==> src/rtl/sysreg_pkg.sv <==
package sysreg_pkg;

  localparam int DATA_W  = 32;
  localparam int NPLAIN  = 7;
  localparam int NIGN    = 4;
  localparam int IDX_W   = 3;
  localparam int IDX_LSB = 13;

  localparam logic [7:0] OFF_DRAM     = 8'h10;
  localparam logic [7:0] OFF_DEVID    = 8'h60;
  localparam logic [7:0] OFF_GATE_NOW = 8'h38;
  localparam logic [7:0] OFF_CLK_NOW  = 8'h3C;
  localparam logic [7:0] OFF_IGN_BASE = 8'h40;

  localparam logic [DATA_W-1:0] DEVID_VAL    = 32'h050100A0;
  localparam logic [DATA_W-1:0] GATE_NOW_VAL = 32'h00021807;
  localparam logic [DATA_W-1:0] CLK_NOW_VAL  = 32'h2A1A0A09;
  localparam logic [DATA_W-1:0] DRAM_WR_MASK = 32'h7FFFFFC3;
  localparam logic [DATA_W-1:0] DRAM_RD_MASK = 32'h07F107C0;

  // Plain registers: 0 sysctl, 1 misc, 2 gpio lo, 3 gpio hi, 4 irq mask, 5 timing, 6 power mode
  function automatic logic [7:0] plain_off(int i);
    case (i)
      0:       return 8'h00;
      1:       return 8'h04;
      2:       return 8'h08;
      3:       return 8'h0C;
      4:       return 8'h30;
      5:       return 8'h68;
      default: return 8'h54;
    endcase
  endfunction

  function automatic logic [DATA_W-1:0] plain_mask(int i);
    case (i)
      0:       return 32'hE300B8F7;
      1:       return 32'hFF7FFF20;
      5:       return 32'hF31F1FFF;
      6:       return 32'h00000003;
      default: return 32'hFFFFFFFF;
    endcase
  endfunction

  function automatic logic [DATA_W-1:0] plain_rst(int i);
    case (i)
      0:       return 32'h00100000;
      1:       return 32'h00001000;
      default: return 32'h00000000;
    endcase
  endfunction

  function automatic int unsigned mem_tbl(int i);
    case (i)
      0:       return 4;
      1:       return 8;
      2:       return 16;
      3:       return 32;
      4:       return 64;
      default: return 2;
    endcase
  endfunction

  // Position of the smallest table entry not below mib; 0 if none fits
  function automatic logic [IDX_W-1:0] size_index(int unsigned mib);
    int unsigned best;
    int          pos;
    best = 0;
    pos  = 0;
    for (int i = 0; i < 6; i++) begin
      if (mem_tbl(i) >= mib && (best == 0 || best > mem_tbl(i))) begin
        best = mem_tbl(i);
        pos  = i;
      end
    end
    return IDX_W'(pos);
  endfunction

endpackage

==> src/rtl/sysreg_decode.sv <==
module sysreg_decode
  import sysreg_pkg::*;
#(
  parameter int ADDR_W = 8
) (
  input  logic [ADDR_W-1:0] addr,
  output logic [NPLAIN-1:0] plain_sel,
  output logic              dram_sel,
  output logic              devid_sel,
  output logic              gate_sel,
  output logic              clk_sel,
  output logic              rd_ok,
  output logic              wr_ok
);

  logic [NIGN-1:0] ign_hit;

  for (genvar i = 0; i < NPLAIN; i++) begin : g_plain
    assign plain_sel[i] = (addr == ADDR_W'(plain_off(i)));
  end

  for (genvar k = 0; k < NIGN; k++) begin : g_ign
    assign ign_hit[k] = (addr == ADDR_W'(OFF_IGN_BASE + 8'(4 * k)));
  end

  assign dram_sel  = (addr == ADDR_W'(OFF_DRAM));
  assign devid_sel = (addr == ADDR_W'(OFF_DEVID));
  assign gate_sel  = (addr == ADDR_W'(OFF_GATE_NOW));
  assign clk_sel   = (addr == ADDR_W'(OFF_CLK_NOW));

  assign rd_ok = (|plain_sel) | dram_sel | devid_sel | gate_sel | clk_sel;
  assign wr_ok = (|plain_sel) | dram_sel | (|ign_hit);

endmodule

==> src/rtl/sysreg_file.sv <==
module sysreg_file
  import sysreg_pkg::*;
#(
  parameter logic [IDX_W-1:0] IDX_RST = '0
) (
  input  logic                           clk,
  input  logic                           rst,
  input  logic                           wr_en,
  input  logic [DATA_W-1:0]              wdata,
  input  logic [NPLAIN-1:0]              plain_sel,
  input  logic                           dram_sel,
  output logic [NPLAIN-1:0][DATA_W-1:0]  plain_q,
  output logic [DATA_W-1:0]              dram_q,
  output logic [IDX_W-1:0]               size_idx
);

  for (genvar i = 0; i < NPLAIN; i++) begin : g_reg
    always_ff @(posedge clk) begin
      if (rst) begin
        plain_q[i] <= plain_rst(i);
      end else if (wr_en && plain_sel[i]) begin
        plain_q[i] <= wdata & plain_mask(i);
      end
    end
  end

  always_ff @(posedge clk) begin
    if (rst) begin
      dram_q   <= '0;
      size_idx <= IDX_RST;
    end else if (wr_en && dram_sel) begin
      dram_q   <= dram_q | (wdata & DRAM_WR_MASK);
      size_idx <= wdata[IDX_LSB +: IDX_W];
    end
  end

endmodule

==> src/rtl/sysreg_rdport.sv <==
module sysreg_rdport
  import sysreg_pkg::*;
(
  input  logic                          clk,
  input  logic                          rst,
  input  logic                          rd_en,
  input  logic                          wr_en,
  input  logic                          rd_ok,
  input  logic                          wr_ok,
  input  logic [NPLAIN-1:0]             plain_sel,
  input  logic                          dram_sel,
  input  logic                          devid_sel,
  input  logic                          gate_sel,
  input  logic                          clk_sel,
  input  logic [NPLAIN-1:0][DATA_W-1:0] plain_q,
  input  logic [DATA_W-1:0]             dram_q,
  input  logic [IDX_W-1:0]              size_idx,
  output logic [DATA_W-1:0]             rdata,
  output logic                          rvalid,
  output logic                          err
);

  logic [DATA_W-1:0] word;

  always_comb begin
    word = '0;
    for (int i = 0; i < NPLAIN; i++) begin
      if (plain_sel[i]) word = word | plain_q[i];
    end
    if (dram_sel)  word = word | (dram_q & DRAM_RD_MASK) | (DATA_W'(size_idx) << IDX_LSB);
    if (devid_sel) word = word | DEVID_VAL;
    if (gate_sel)  word = word | GATE_NOW_VAL;
    if (clk_sel)   word = word | CLK_NOW_VAL;
  end

  always_ff @(posedge clk) begin
    if (rst) begin
      rdata  <= '0;
      rvalid <= 1'b0;
      err    <= 1'b0;
    end else begin
      rvalid <= rd_en;
      err    <= (rd_en & ~rd_ok) | (wr_en & ~wr_ok);
      if (rd_en) rdata <= rd_ok ? word : '0;
    end
  end

endmodule

==> src/rtl/sysreg_bank.sv <==
module sysreg_bank
  import sysreg_pkg::*;
#(
  parameter int          ADDR_W  = 8,
  parameter int unsigned MEM_MIB = 16
) (
  input  logic              clk,
  input  logic              rst,
  input  logic              rd_en,
  input  logic              wr_en,
  input  logic [ADDR_W-1:0] addr,
  input  logic [31:0]       wdata,
  output logic [31:0]       rdata,
  output logic              rvalid,
  output logic              err,
  output logic [2:0]        mem_size_idx
);

  localparam logic [IDX_W-1:0] IDX_RST = size_index(MEM_MIB);

  logic [NPLAIN-1:0]             plain_sel;
  logic                          dram_sel, devid_sel, gate_sel, clk_sel;
  logic                          rd_ok, wr_ok;
  logic [NPLAIN-1:0][DATA_W-1:0] plain_q;
  logic [DATA_W-1:0]             dram_q;
  logic [IDX_W-1:0]              size_idx;

  sysreg_decode #(.ADDR_W(ADDR_W)) u_dec (
    .addr      (addr),
    .plain_sel (plain_sel),
    .dram_sel  (dram_sel),
    .devid_sel (devid_sel),
    .gate_sel  (gate_sel),
    .clk_sel   (clk_sel),
    .rd_ok     (rd_ok),
    .wr_ok     (wr_ok)
  );

  sysreg_file #(.IDX_RST(IDX_RST)) u_file (
    .clk       (clk),
    .rst       (rst),
    .wr_en     (wr_en),
    .wdata     (wdata),
    .plain_sel (plain_sel),
    .dram_sel  (dram_sel),
    .plain_q   (plain_q),
    .dram_q    (dram_q),
    .size_idx  (size_idx)
  );

  sysreg_rdport u_rd (
    .clk       (clk),
    .rst       (rst),
    .rd_en     (rd_en),
    .wr_en     (wr_en),
    .rd_ok     (rd_ok),
    .wr_ok     (wr_ok),
    .plain_sel (plain_sel),
    .dram_sel  (dram_sel),
    .devid_sel (devid_sel),
    .gate_sel  (gate_sel),
    .clk_sel   (clk_sel),
    .plain_q   (plain_q),
    .dram_q    (dram_q),
    .size_idx  (size_idx),
    .rdata     (rdata),
    .rvalid    (rvalid),
    .err       (err)
  );

  assign mem_size_idx = size_idx;

endmodule

==> config.mk <==
export PLATFORM = sky130hd
export DESIGN_NAME = sysreg_bank
export DESIGN_NICKNAME = d
export VERILOG_FILES = /design/src/rtl/sysreg_pkg.sv /design/src/rtl/sysreg_decode.sv /design/src/rtl/sysreg_file.sv /design/src/rtl/sysreg_rdport.sv /design/src/rtl/sysreg_bank.sv
export SDC_FILE = /design/constraint.sdc
export NUM_CORES = 1
export LEC_CHECK = 0
export BUFFER_PORTS_ARGS = -buffer_cell sky130_fd_sc_hd__buf_2
export CORE_AREA = 8 8 153 155
export DETAILED_ROUTE_END_ITERATION = 10
export DIE_AREA = 0 0 161 163
export PLACE_DENSITY = 0.65
export REMOVE_ABC_BUFFERS = 1
export SKIP_CTS_REPAIR_TIMING = 1
export SLEW_MARGIN = 20
export SYNTH_ARGS = -nofsm -noshare
export SYNTH_HDL_FRONTEND = slang
export SYNTH_SLANG_ARGS = --single-unit
export TNS_END_PERCENT = 100
==> constraint.sdc <==
create_clock -name clk -period 1.75 [get_ports clk]
set_input_delay 0 -clock clk [delete_from_list [all_inputs] [get_ports clk]]
set_output_delay 0 -clock clk [all_outputs]
set_load 0.005 [all_outputs]
**Word-level counts from Yosys, hierarchy flattened**

Cells that the tools add are included.

- $add $sub $neg: 0
- $mul: 0
- Div/mod/pow operators: 0
- Order comparisons: 0
- Equal/unequal tests: 14
- Shifts and indexed selects: 0
- Muxes and demuxes: 12
- Bitwise operators: 19
- Reductions and logical operators: 11

Operators by type and width:

| cell | count |
|---|---|
| $mux 32 | 9 |
| $or 32x32->32 | 5 |
| $eq 8x7->1 const B | 7 |
| $or 32x16->32 | 1 |
| $or 32x2->32 | 1 |
| $or 32x27->32 | 1 |
| $or 32x31->32 | 1 |
| $mux 30 | 1 |
| $mux 27 | 1 |
| $eq 8x6->1 const B | 3 |
| $mux 18 | 1 |
| $eq 8x4->1 const B | 2 |
| $eq 8x3->1 const B | 1 |
| $eq 8x5->1 const B | 1 |
| $logic_and 1x1->1 | 8 |
| $logic_not 8->1 | 1 |
| $reduce_or 7->1 | 1 |
| $or 1x1->1 | 6 |
| $reduce_or 4->1 | 1 |
| $and 1x1->1 | 2 |
| $not 1->1 | 2 |

- Register bits after elaboration: 232
- Bits in latches: 0
- Memory bits (writable): 0
- ROM bits: 0
- Input bits: 44
- Output and inout port bits: 37
- Word-level logic and storage cells: 68
- Memories kept: 0

**Depth between registers and ports, before layout**

Gate-level depths: netlist of run 1.

- Depth in word-level cells: 21
- Depth in mapped cells: 9
- Gate-level depth less buffers: 5

**Modules after synthesis**

From an unflattened synthesis of run 1, not the netlist that was laid out.

- Cells, all modules: 1041
- Area total of the unflattened synthesis: 10577.6 um^2

By module, submodules not included:

| module | instances | cells each | area an instance (um^2) | sequential area each (um^2) |
|---|---|---|---|---|
| sysreg_file | 1 | 733 | 7902.6 | 3863.7 |
| sysreg_rdport | 1 | 273 | 2449.8 | 680.7 |
| sysreg_decode | 1 | 35 | 225.2 | 0.0 |

**Worst setup path before layout of run 1**

OpenSTA, ideal clock, no wires.

- Path kind: input port to flip-flop
- Start: input port addr[1]
- End: register u_file.plain_q[129] (netlist name)
- Arrival time: 1.449 ns
- Required time: 1.618 ns
- Path slack: 0.169 ns
- Stages: 8
- Buffers on the path: 3
- Cell sequence: buf_2 nor4_2 and2_0 buf_2 nand2_1 clkbuf_1 nand2_1 a21oi_1

- Longest elaborated chain between the ends: 2

RTL lines:

| item | RTL line | RTL |
|---|---|---|
| start: declaration | sysreg_bank.sv:11 | `input logic [ADDR_W-1:0] addr,` |
| $eq 8x6->1 | sysreg_decode.sv:19 | `assign plain_sel[i] = (addr == ADDR_W'(plain_off(i)));` |
| $logic_and 1x1->1 | sysreg_file.sv:21 | `end else if (wr_en && plain_sel[i]) begin` |
| end signal: indexed assignment | sysreg_file.sv:20 | `plain_q[i] <= plain_rst(i);` |
| end signal: indexed assignment | sysreg_file.sv:22 | `plain_q[i] <= wdata & plain_mask(i);` |
| end: declaration | sysreg_file.sv:12 | `output logic [NPLAIN-1:0][DATA_W-1:0] plain_q,` |

No other way between the ends.
A chain may end at the register's enable or synchronous reset.

**Final worst setup path of run 1**

- Start: input port addr[3]
- End: register u_file.plain_q[143] (netlist name)

Same word-level chain as after synthesis.

==> run_results.csv, run 1 <==
group,metric,value,unit
pwr,switchingPower,2.313,mW
grt,antenna_found_initial,0,
floorplan,die_area,26240,um2
cts,cts_buffers,23,
cts,clk_pin_slew,60,ps
sta,relSlewSlack,53.85,%
placed_design,dp_slack,-58.52,ps
synth,ys_warn_count,0,
pwr,p_leak,3.933,nW
pwr,vdd_ir_drop_max,0.5110,mV
cts,cts_buffer_depth,3,
layout,final_nets,1310,
pwr,p_total,10.04,mW
placed_design,hpwl,20140,um
cts,cts_tree,"done",
floorplan,start_util,42.78,%
sta,finalHoldViolCount,0,
grt,top_usage_layer,"met2",
drt,viasPerCell,5.625,
grt,grt_pass1_vias,8210,
worst_setup_path,worstPathRequired,2110,ps
grt,grt_pass1_wl,46840,um
worst_setup_path,path_class,"input pin to flop",
min_path,hold_depth,3,
sta,fin_tns_setup,0,ps
min_path,hold_class,"input pin to flop",
run,max_cap_violations,0,
pwr,p_per_area,903.1,nW/um2
pwr,p_seq_share,48.6,%
synth,synthArstFlopShare,0,%
pwr,p_int,7.725,mW
floorplan,die_h,163,um
drt,totalWireLength,30180,um
pwr,combPwrFrac,6.0,%
grt,grt_use_met3,4.095,%
layout,post-route-util,53.38,%
pwr,clockPowerShare,45.4,%
drt,wl_per_cell,19.40,um
floorplan,num_io_pins,81,
floorplan,die_w,161,um
synth,ys_seq_area_share,47.87,%
floorplan,rows,53,
layout,area_growth,24.76,%
worst_setup_path,endpoint_kind,"flop",
sta,setup_viol_count_final,0,
drt,ant_nets,0,
placed_design,place_congestion,0.9297,
synth,ys_ff_latch,213,
synth,synth-edff-count,0,
status,status,"finished clean",
sta,timing.fmax,750.7,MHz
sta,period_minus_slack,1332,ps
drt,dr_total_vias,8753,
drt,drc,0,
synth,synthDistinctLibCells,63,
drt,first_iter_violations,805,
sta,fin_ws,417.9,ps
grt,use_met2,35.77,%
grt,grt-ovfl-total,0,
synth,synth_area,8909,um2
sta,skew,8.093,ps
synth,synth_cells,1127,
grt,met1_usage,30.00,%
cts,clock_sinks,213,
worst_setup_path,rr_worst_depth,4,
worst_setup_path,critPathArrivalTime,1690,ps
synth,avgSynthCellArea,7.905,um2
worst_setup_path,critPathLaunchType,"input pin",
sta,rsz0062_at_grt,"false",
grt,grt_usage,22.38,%
grt,grt_max_degree,80,
floorplan,core,20820,um2
cts,clock_latency,520,ps
sta,worst_pin_slew,692.2,ps
cts,htreeDepth,1,
cts,root_buffer,"clkbuf_16",
synth,synth-main-ff-cell,"dfxtp_1",
worst_setup_path,crit_fanout,17,
pwr,switching_share,23.05,%
placed_design,port_buffers,80,
sta,final_max_slew_viol_count,0,
sta,fin_crit_sh,76.12,%
drt,first_pass_iters,5,
layout,drive_above_1_share,17.25,%
layout,antenna_cells,0,
## routing by layer
metal / part of all wire [%] / vias up
met2: 45 / 378
met4: 2.8 / 0
met1: 43 / 4139
met3: 9.0 / 60
met5: 0 / -
li1: - / 4176
## metrics by stage
| stage | hold slack [ps] | instance area (um2) | std cells |
|---|---|---|---|
| global route | 39.14 | 11110 | 1556 |
| global placement | 280.8 | 10090 | 1483 |
| detailed placement | 283.4 | 10090 | 1483 |
| CTS | -253.0 | 10780 | 1523 |
| floorplan | 69.07 | 8498 | 1037 |
| finish | 17.76 | 11110 | 1556 |
## worst max-delay path, cell delays in order
cell and delay [ps]:
buf_2 190, nor4_2 470, and2_0 420, nand2_1 170, buf_4 260, nand2_1 100, a21oi_1 60
## power by group through the flow
stage / logic, mW / clock network, mW / registers (mW)
after floorplan: 0.120 / 0 / 4.99
after global placement: 0.535 / 0 / 4.99
after detailed placement: 0.534 / 0 / 4.99
after CTS: 0.536 / 4.62 / 4.88
after global routing: 0.641 / 4.83 / 4.88
final: 0.599 / 4.56 / 4.88
## logic make-up (layout without fill, tap and decap cells)
logic type | count (synthesis) | in the layout | share of synthesized area, %
AOI/OAI and AO/OA | 314 | 314 | 22.05
DFF | 213 | 213 | 47.87
and+or+nand+nor | 484 | 484 | 22.77
buffers and inverters | 94 | 248 | 4.775
muxes | 22 | 22 | 2.542
## Yosys cell counts (3+ instances only)
cell type / n / share of area (%)
clkbuf_1: 55 / 2.3
o2bb2ai_1: 4 / 0.39
and2_1: 6 / 0.42
a21o_1: 7 / 0.59
nand2_1: 364 / 15
a221oi_1: 21 / 2.1
nor2_1: 58 / 2.4
nor2b_1: 6 / 0.42
nand3_1: 13 / 0.73
and2_0: 3 / 0.21
a211oi_1: 13 / 1.1
nor3_1: 4 / 0.22
a21oi_1: 195 / 11
a22oi_1: 19 / 1.6
buf_2: 27 / 1.5
o21ai_0: 6 / 0.34
a311oi_1: 7 / 0.69
and3_1: 8 / 0.56
buf_6: 4 / 0.51
a222oi_1: 13 / 1.5
mux2_2: 5 / 0.63
nor3b_1: 3 / 0.25
dfxtp_1: 213 / 48
a22o_1: 5 / 0.49
mux2i_1: 17 / 1.9
o221ai_1: 3 / 0.29
## placed cells by master, fill, tap and decap left out, types with 3 or more instances in the layout
cell and count:
nand2_1 364, dfxtp_1 213, a21oi_1 195, buf_4 81, buf_2 79, nor2_1 58
dlygate4sd3_1 33, clkbuf_16 23, a221oi_1 21, a22oi_1 19, mux2i_1 17, nand3_1 13
a222oi_1 13, a211oi_1 13, buf_12 10, and3_1 8, clkbuf_1 8, a311oi_1 7
a21o_1 7, nor2b_1 6, and2_1 6, o21ai_0 6, a22o_1 5, mux2_2 5
clkbuf_8 5, nor3_1 4, o2bb2ai_1 4, and2_0 3, nor3b_1 3, o221ai_1 3
clkinv_2 3
## final timing paths
| kind | endpoint | slack, ps | from |
|---|---|---|---|
| worst max-delay path | u_file.plain_q[143] | 420 | addr[3] |
| worst min-delay path | u_rd.err | 20 | wr_en |
| worst max register to register | u_rd.rdata[26] | 530 | u_file.dram_q[26] |
| worst min register to register | u_file.plain_q[95] | 450 | u_file.plain_q[95] |
## flip-flops by register name (all words and copies together) (netlist names)
| register | flops |
|---|---|
| u_file.dram_q | 13 |
| u_file.plain_q | 163 |
| u_file.size_idx | 3 |
| u_rd.err | 1 |
| u_rd.rdata | 32 |
| u_rd.rvalid | 1 |
## cell type report
cell class | count | area [um2]
repair buffers | 204 | 1545
flip-flops and latches | 213 | 4264
clock inverters | 4 | 23.77
fillers | 1948 | 9708
well taps | 275 | 344.1
inverters | 4 | 15.01
multi-input cells | 820 | 4248
clock buffers | 36 | 674.4
Note: power is estimated with default switching activity, not from simulation.
==> run 2: changes to the inputs <==
Settings changed: ABC_AREA set to 1, CORE_AREA 8 8 153 155 to 8 8 157 159, DIE_AREA 0 0 161 163 to 0 0 165 167, PLACE_DENSITY 0.65 to 0.67.
Clock period 1.75 ns to 1.2 ns, I/O delays scaled along.
==> run 2 against run 1 <==
Against the previous run:
- the run now ends with hold timing left
- synthesized cell count grew 15%
- sequential cell count is the same
- first-iteration DRC count shrank 9.4%
- final area grew 4.9%
- worst setup slack lost 290 ps
- wire length shrank 7.4%
- critical endpoint is now mem_size_idx[1]
==> run_results.csv, run 2 <==
group,metric,value,unit
status,status,"complete, but fails checks",
status,violations,"hold timing",
cts,htreeDepth,1,
sta,finalHoldViolCount,9,
drt,first_iter_violations,729,
pwr,p_seq_share,46.6,%
sta,fin_crit_sh,89.40,%
layout,top_register,"u_file.plain_q",
layout,final_nets,1491,
worst_setup_path,path_class,"flop to output pin",
cts,root_buffer,"clkbuf_16",
layout,fillers,2190,
sta,timing.fmax,932.2,MHz
floorplan,core,22230,um2
synth,yosysMostFrequentCell,"nor2_1",
synth,synth_top_area_cell,"dfxtp_1",
synth,synth-main-ff-cell,"dfxtp_1",
worst_setup_path,critPathLaunch,"u_file.size_idx[1]",
sta,relSlewSlack,58.18,%
sta,skew,8.672,ps
placed_design,port_buffers,80,
worst_setup_path,r2r-start,"u_file.size_idx[0]",
cts,cts_buffers,24,
layout,largest_reg_flops,163,
synth,ys_seq_area_share,45.70,%
pwr,clockPowerShare,48.4,%
placed_design,dp.cells,1674,
placed_design,place_congestion,0.8048,
drt,totalWireLength,27950,um
worst_setup_path,crit_fanout,2,
grt,grt-ovfl-total,0,
layout,final_common_cell,"nor2_1",
cts,clock_latency,520,ps
layout,fin_area,11650,um2
layout,fin_cells,1748,
worst_setup_path,endpoint_kind,"output pin",
grt,grt_usage,20.31,%
worst_setup_path,crit_path_end,"mem_size_idx[1]",
cts,cts_buffer_depth,3,
pwr,p_int,11.82,mW
synth,synth_area_leaders,"dfxtp_1 46%, nor2_1 9.9%, nand2_1 9.0%, o21ai_0 7.7%, a21oi_1 6.8%",
floorplan,rows,55,
worst_setup_path,r2r_end,"u_rd.rdata[13]",
layout,area_growth,24.90,%
floorplan,num_io_pins,81,
synth,synth-edff-count,0,
pwr,combPwrFrac,5.0,%
sta,worst_pin_slew,627.3,ps
layout,biggestRegsByFlops,"u_file.plain_q (163), u_rd.rdata (32), u_file.dram_q (13)",
pwr,switching_share,22.38,%
cts,clk_pin_slew,60,ps
synth,avgSynthCellArea,7.194,um2
sta,setup_viol_count_final,0,
synth,synth_area,9330,um2
drt,ant_nets,0,
layout,drive_above_1_share,17.57,%
pwr,p_leak,4.934,nW
synth,synth_cells,1297,
sta,period_minus_slack,1073,ps
layout,antenna_cells,0,
pwr,p_per_area,1306,nW/um2
worst_setup_path,worstPathRequired,1200,ps
layout,mostFrequentLayoutCells,"247 x nor2_1, 224 x nand2_1, 213 x dfxtp_1, 144 x o21ai_0, 126 x a21oi_1",
grt,antenna_found_initial,0,
placed_design,hpwl,18460,um
placed_design,placed_area,10540,um2
run,max_cap_violations,0,
synth,ys_ff_latch,213,
drt,first_pass_iters,5,
worst_setup_path,critPathArrivalTime,1070,ps
sta,rsz0062_at_grt,"false",
worst_setup_path,critPathLaunchType,"flop",
drt,wl_per_cell,15.99,um
min_path,hold_class,"input pin to flop",
worst_setup_path,rr_worst_depth,6,
pwr,switchingPower,3.407,mW
synth,ys_warn_count,0,
synth,synthTopCellsByCount,"247 x nor2_1, 224 x nand2_1, 213 x dfxtp_1",
grt,grt_pass1_wl,45040,um
sta,timing.hold.ws,-43.09,ps
layout,post-route-util,52.43,%
cts,clock_sinks,213,
cts,cts_tree,"done",
synth,netlist.area_leader.share,45.70,%
drt,dr_total_vias,8765,
floorplan,die_h,167,um
synth,synthArstFlopShare,0,%
sta,fin_ws,127.2,ps
grt,grt_pass1_vias,8428,
floorplan,die_w,165,um
pwr,vdd_ir_drop_max,1.020,mV
worst_setup_path,r2r_setup_slack,260,ps
floorplan,die_area,27560,um2
drt,drc,0,
sta,final_max_slew_viol_count,0,
floorplan,start_util,41.98,%
synth,synthDistinctLibCells,27,
grt,grt_max_degree,65,
drt,viasPerCell,5.014,
placed_design,dp_slack,-298.1,ps
==> run 2: changes by cell type after synthesis, sizes merged, moves of 27 or more <==
cell / change
a21oi: -64
nor2: +209
nand3: +40
nand2: -128
clkbuf: -27
o21ai: +199
inv: +113
==> run 2: per-layer routing <==
layer	wire (um)	track usage (%)	share of wire (%)	vias to the layer above
met5	0	0	0	-
li1	-	-	-	4449
met1	12170	25.60	44	3969
met4	827	6.897	3.0	0
met3	1780	3.008	6.4	59
met2	13170	34.49	47	288
==> run 2: how the worst min path moves through the flow <==
stage	startpoint	end	slack, ps	cells past startpoint
2_1_floorplan	rst	u_rd.rdata[11]	60	1
3_3_place_gp	wdata[23]	u_file.plain_q[87]	290	3
3_5_place_dp	wdata[23]	u_file.dram_q[23]	290	3
4_1_cts	wdata[23]	u_file.dram_q[23]	-250	3
5_1_grt	rst	u_file.plain_q[123]	2	4
6_report	rst	u_file.plain_q[123]	-40	4
==> run 2: kinds of logic (layout without fill, tap and decap cells) <==
| family | count (synthesis) | in the layout | share of synthesized area (%) |
|---|---|---|---|
| AND/OR/NAND/NOR | 558 | 558 | 25.65 |
| flip-flops | 213 | 213 | 45.70 |
| buffers and inverters | 189 | 355 | 10.07 |
| AO/OA/AOI/OAI | 337 | 337 | 18.57 |
==> run 2: power groups by stage <==
stage	sequential (mW)	clock, mW	combinational (mW)
final	7.10	7.36	0.767
after global routing	7.09	7.74	0.834
after CTS	7.10	7.45	0.686
after detailed placement	7.25	0	0.684
after global placement	7.25	0	0.681
after floorplan	7.25	0	0.243
==> run 2: through the flow <==
step	total power [mW]	setup TNS (ps)
detailed placement	7.937	-30920
CTS	15.23	0
global route	15.67	0
floorplan	7.495	-139040
global placement	7.932	-25700
finish	15.22	0
==> run 2: critical path: stages, from the launching register on <==
cell,delay (ps)
dfxtp_1,310
buf_4,130
buf_2,120
==> run 2: cell type report <==
type                    instances  area, um2  share of cell area, %
inverters                     115      445.4                  3.822
repair buffers                198       1667                  14.30
clock buffers                  37      740.7                  6.356
flip-flops and latches        213       4264                  36.59
well taps                     285      356.6                  3.060
multi-input cells             895       4126                  35.41
clock inverters                 5      53.80                 0.4617
